**config.mk**
```make
export PLATFORM = sky130hd
export DESIGN_NAME = dma_req_arbiter
export DESIGN_NICKNAME = d
export VERILOG_FILES = /design/src/rtl/dma_req_arbiter.sv
export SDC_FILE = /design/constraint.sdc
export NUM_CORES = 1
export LEC_CHECK = 0
export BUFFER_PORTS_ARGS = -buffer_cell sky130_fd_sc_hd__clkbuf_2
export CAP_MARGIN = 20
export CORE_MARGIN = 5
export CORE_UTILIZATION = 35
export CTS_CLUSTER_DIAMETER = 100
export CTS_CLUSTER_SIZE = 30
export DETAILED_ROUTE_END_ITERATION = 7
export PLACE_DENSITY = 0.67
export SLEW_MARGIN = 20
export SYNTH_ARGS = -nofsm -noshare
export SYNTH_HDL_FRONTEND = slang
export SYNTH_SLANG_ARGS = --single-unit
```
**constraint.sdc**
```tcl
create_clock -name clk -period 2.33 [get_ports clk]
set_clock_uncertainty 0.2 [all_clocks]
set_input_delay 0.466 -clock clk [delete_from_list [all_inputs] [get_ports clk]]
set_output_delay 0.466 -clock clk [all_outputs]
set_load 0.05 [all_outputs]
```
**src/rtl/dma_req_arbiter.sv**
```systemverilog
module dma_req_arbiter #(
  parameter int NCH = 4
) (
  input  logic                         clk,
  input  logic                         rst_n,
  input  logic                         cfg_enable,
  input  logic                         cfg_rotate,
  input  logic                         cfg_req_low,
  input  logic                         cfg_ack_low,
  input  logic [NCH-1:0]               ch_mask,
  input  logic [NCH-1:0]               sw_req,
  input  logic [NCH-1:0]               dreq,
  input  logic                         hold_ack,
  input  logic                         svc_done,
  output logic                         hold_req,
  output logic [NCH-1:0]               dack,
  output logic                         grant_valid,
  output logic [$clog2(NCH)-1:0]       grant_chan
);
  localparam int CW = $clog2(NCH);

  typedef enum logic [1:0] {S_IDLE, S_WAIT, S_OWN} state_t;
  state_t state;

  logic [NCH-1:0] hw_act, pend;
  logic [CW-1:0]  top, pick;
  logic           any;

  assign hw_act = dreq ^ {NCH{cfg_req_low}};
  assign pend   = cfg_enable ? ((hw_act | sw_req) & ~ch_mask) : '0;
  assign any    = |pend;

  always_comb begin
    logic found;
    int   j;
    found = 1'b0;
    pick  = '0;
    for (int k = 0; k < NCH; k++) begin
      j = (cfg_rotate ? int'(top) : 0) + k;
      if (j >= NCH) j = j - NCH;
      if (!found && pend[j]) begin
        found = 1'b1;
        pick  = CW'(j);
      end
    end
  end

  always_ff @(posedge clk or negedge rst_n) begin
    if (!rst_n) begin
      state      <= S_IDLE;
      grant_chan <= '0;
      top        <= '0;
    end else begin
      case (state)
        S_IDLE: if (any) state <= S_WAIT;
        S_WAIT: begin
          if (!any) state <= S_IDLE;
          else if (hold_ack) begin
            state      <= S_OWN;
            grant_chan <= pick;
          end
        end
        S_OWN: if (svc_done) begin
          state <= S_IDLE;
          top   <= (int'(grant_chan) == NCH-1) ? '0 : grant_chan + 1'b1;
        end
        default: state <= S_IDLE;
      endcase
    end
  end

  assign hold_req    = (state != S_IDLE);
  assign grant_valid = (state == S_OWN);

  generate
    for (genvar i = 0; i < NCH; i++) begin : g_ack
      assign dack[i] = cfg_ack_low ^ (grant_valid && int'(grant_chan) == i);
    end
  endgenerate
endmodule

```
Yosys cells after proc, flatten, opt, wreduce, memory -nomap -nowiden
Index checks and enable logic that the tools add are counted.
{ "totals": {"input_bits": 20, "ff_bits": 6, "output_inout_bits": 8} }
{ "classes": {"eq_ne": 8, "n_addsub": 8, "magnitude_cmp": 8, "n_bitwise": 8, "mux": 31, "n_reduce_logical": 17} }
{ "op_table": {"columns": ["cell", "n"], "rows": [
  ["$lt A32 B4 Y1 const B", 4],
  ["$mux W32", 4],
  ["$ge A32 B4 Y1 const B", 3],
  ["$sub A32 B4 Y32 const B", 3],
  ["$add A32 B2 Y32 const B", 1],
  ["$add A32 B3 Y32 const B", 1],
  ["$mux W2", 10],
  ["$mux W1", 11],
  ["$bmux W1 S2", 4],
  ["$logic_and A1 B1 Y1", 7],
  ["$eq A2 B2 Y1 const B", 3],
  ["$pmux W2 S3", 1],
  ["$reduce_and A3 Y1", 2],
  ["$and A4 B4 Y4", 1],
  ["$eq A2 B1 Y1 const B", 2],
  ["$logic_not A2 Y1", 2],
  ["$mux W4", 1],
  ["$ne A2 B2 Y1 const B", 2],
  ["$not A4 Y4", 1],
  ["$or A4 B4 Y4", 1],
  ["$reduce_or A4 Y1", 1],
  ["$sub A3 B3 Y4 const B", 1],
  ["$xor A1 B1 Y1", 4],
  ["$xor A4 B4 Y4", 1],
  ["other kinds (7)", 9]
]} }

Longest topological paths before layout
{ "logic_depth": {"depth_word": 17, "ltp_mapped": 6, "mapped_depth_nobuf": 5} }

Worst setup path before layout
Ideal clock, no wire load.
{ "synth_timing": {"path_type": "register -> output", "startpoint": "register state[0]", "endpoint": "output port dack[0]", "path_slack_ps": -388, "n_path_buf": 1, "arrival_time_ps": 2052, "stages_incl_launch_ff": 5, "path_cell_list": "dfrtp_1 > nor2b_1 > clkbuf_1 > nand2_1 > xnor2_1"} }
{ "synth_between": {"elab_chain_cells": 3} }
{ "synth_lines": {"columns": ["element", "line", "source"], "rows": [
  ["start, declared", "23", "state_t state;"],
  ["start signal, assigned", "50", "state <= S_IDLE;"],
  ["start signal, assigned", "55", "S_IDLE: if (any) state <= S_WAIT;"],
  ["start signal, assigned", "57", "if (!any) state <= S_IDLE;"],
  ["$eq A2 B2 Y1", "73", "assign grant_valid = (state == S_OWN);"],
  ["net grant_valid", "17", "output logic grant_valid,"],
  ["$logic_and A1 B1 Y1", "77", "assign dack[i] = cfg_ack_low ^ (grant_valid && int'(grant_chan) == i);"],
  ["$xor A1 B1 Y1", "77", null],
  ["end, declared", "16", "output logic [NCH-1:0] dack,"]
]} }
The timed path passes the listed nets, and every way through them passes these cells.

Final worst setup path
{ "layout_timing": {"startpoint": "register state[1]", "endpoint": "output port dack[3]"} }
{ "layout_between": {"elab_chain_cells": 3} }
{ "layout_lines": {"columns": ["element", "line"], "rows": [
  ["$eq A2 B2 Y1", "73"],
  ["$logic_and A1 B1 Y1", "77"],
  ["$xor A1 B1 Y1", "77"]
]} }
Every way passes these cells.

==> results.json <==
{
  "cts_setup_buffers": 0,
  "cts_sinks": 6,
  "hpwl_mm": 1.32,
  "initial_core_util_pct": 36.0,
  "avgSynthCellArea_um2": 8.05,
  "cp-startpoint": "state[1]",
  "critPathMaxStageDelay_ns": 0.39,
  "crit_type": "flop to output pin",
  "cts-buffers-inserted": 3,
  "fmax_mhz": 472,
  "cp_max_fo": 7,
  "required_ns": 1.66,
  "vdd_drop_max_mv": 0.485,
  "cp.arrival_ns": 1.45,
  "rsz0062_at_grt": "false",
  "avgViaCountPerCell": 5.26,
  "grt_pass1_wl_mm": 2.82,
  "status": "completed",
  "clk_pin_slew_worst_paths_ns": 0.04,
  "numPortBuffers": 27,
  "clk_latency_ns": 0.25,
  "worst-r2r-setup-slack_ns": 0.54,
  "tightestPinTransition_ns": 0.388,
  "synth-warning-count": 0,
  "first_pass_iters": 4,
  "power_per_cell_area_nw_per_um2": 811,
  "critPathCaptureType": "output pin",
  "fp.dieH_um": 54.5,
  "path_depth": 5,
  "finalCritPeriodShare_pct": 90.9,
  "instances_no_fill": 141,
  "wire_per_inst_um": 11.5,
  "synthesis.area_um2": 692,
  "synth_fp_nets": 110,
  "cp_num_buf_inv": 2,
  "synth-seq-cells": 6,
  "cp_top_family": "buffers and inverters",
  "io_pins": 28,
  "synthFlopType": "dfrtp_1",
  "drv_cap": 0,
  "final_util_pct": 47.5,
  "tritoncts": "done",
  "num_antenna_cells": 0,
  "final_nets": 140,
  "setup_tns_ns": 0,
  "drc": 0,
  "grt_max_degree": 11,
  "wirelength_mm": 1.63,
  "fin_crit_ns": 2.12,
  "drtAntennaViolNets": 0,
  "drv_slew": 0,
  "final_layout_size_suffix_gt1_share_pct": 34.2,
  "place.gp.congestion": 0.868,
  "startpoint_type": "flop",
  "synth_top_area_share_pct": 21.7,
  "async_flop_share_pct": 100,
  "overflow": 0,
  "die_w_um": 54.5,
  "drtIter0Drc": 17,
  "hold_class": "primary input to flop",
  "core-area_um2": 1920,
  "dp_cells": 137,
  "synth_most_common_cell": "nand2_1",
  "yosysUniqueCellTypes": 36,
  "crit_chain": "nor2b_1, buf_4, nand2_1, xnor2_2, clkbuf_2",
  "synth_edf_count": 0,
  "vias": 741,
  "rows": 16,
  "grt_pass1_vias": 704,
  "ys_top_cells_by_count": "nand2_1, dfrtp_1, inv_1, nor2_1, xnor2_1",
  "cts_resized": 0,
  "leakage_uw": 0.000436,
  "synthTopCellsByArea": "dfrtp_1, xnor2_1, ha_1, xor2_1, nand2_1",
  "finalSetupViolCount": 0,
  "cts_root_buffer": "clkbuf_4",
  "cts_max_level": 1,
  "r2r-start": "top[1]",
  "maxSlewHeadroom_pct": 73.9,
  "clockBufferDepth": 2,
  "syn_to_final_growth_pct": 32.0,
  "crit_end": "dack[3]",
  "antenna_found_initial": 0,
  "syn_inst": 86,
  "r2r.worst_path.cells": 5,
  "ys_seq_area_share_pct": 21.7,
  "hold_viol": 0,
  "cp_slowest_cell": "dfrtp_1",
  "die_area_um2": 2970,
  "yosys.area.top_type": "dfrtp_1",
  "grt.total_usage_pct": 13.0,
  "r2r-end": "grant_chan[0]"
}
-- per-layer routing --
metal	vias to the layer above	wire length (um)	track usage [%]	share of wire [%]
li1	373	-	-	-
met5	-	0	0	0
met2	30	792	22.5	49
met1	335	673	14.7	41
met4	0	24	7.05	1.5
met3	3	137	3.00	8.4
-- stage by stage --
step	hold slack (ns)	total power, uW	setup slack, ns	cell area (um^2)
after floorplan	-0.0296	550	0.139	723
after global placement	0.0980	645	0.275	881
after detailed placement	0.0953	647	0.256	881
after CTS	0.213	751	0.188	913
after global routing	0.225	814	0.113	913
final	0.217	741	0.212	913
-- area by class of cell --
| class | instances | area (um^2) |
|---|---|---|
| Clock buffer | 3 | 22.5 |
| Fill cell | 206 | 1010 |
| Inverter | 7 | 26.3 |
| Multi-Input combinational cell | 69 | 528 |
| Sequential cell | 6 | 150 |
| Tap cell | 27 | 33.8 |
| Timing Repair Buffer | 29 | 153 |
-- layout by cell type (no fill, tap or decap), types with 2 or more instances in the layout --
cell type  count
inv_1          6
o21a_1         2
xnor2_2        4
nand2_1        8
nor2_1         6
clkbuf_2      27
o31ai_1        2
nor2b_1        4
a211oi_1       2
o21ai_0        5
o2111ai_1      2
nor4_1         2
clkbuf_4       3
dfrtp_1        6
o221ai_1       3
ha_1           4
a31oi_1        3
xor2_1         4
xnor2_1        2
-- where the power goes --
part / total [uW] / leakage, uW / internal (uW) / switching, uW
logic: 421 / 0.000348 / 152 / 269
clock network: 95.6 / 0.0000138 / 58.2 / 37.3
registers: 224 / 0.0000738 / 144 / 79.7
-- flip-flops by register name, indices dropped and copies added, names as in the netlist --
signal and flops:
state 2, top 2, grant_chan 2
-- cells by family after synthesis --
group | Yosys count | synth area share [%]
muxes | 1 | 1.63
xor gates and xnor gates | 10 | 12.7
DFF | 6 | 21.7
adders and majority gates | 4 | 7.23
and+or+nand+nor | 24 | 16.8
AOI/OAI and AO/OA | 30 | 33.6
buffers and inverters | 11 | 6.33
-- worst min path at each step --
| stage | slack (ns) | start | cells past startpoint | end |
|---|---|---|---|---|
| 6_report | 0.22 | hold_ack | 2 | state[0] |
| 5_1_grt | 0.22 | hold_ack | 2 | state[0] |
| 4_1_cts | 0.21 | hold_ack | 2 | state[0] |
| 3_5_place_dp | 0.1 | rst_n | 1 | state[1] |
| 3_3_place_gp | 0.1 | rst_n | 1 | top[0] |
| 2_1_floorplan | -0.03 | rst_n | 0 | grant_chan[0] |
-- what timing repair did --
| action | CTS | global route |
|---|---|---|
| hold endpoints to repair | 6 | 0 |
| setup endpoints to repair | 0 | 0 |
| hold buffers | 1 | 0 |
No activity file was read; power rests on OpenSTA's default activity.
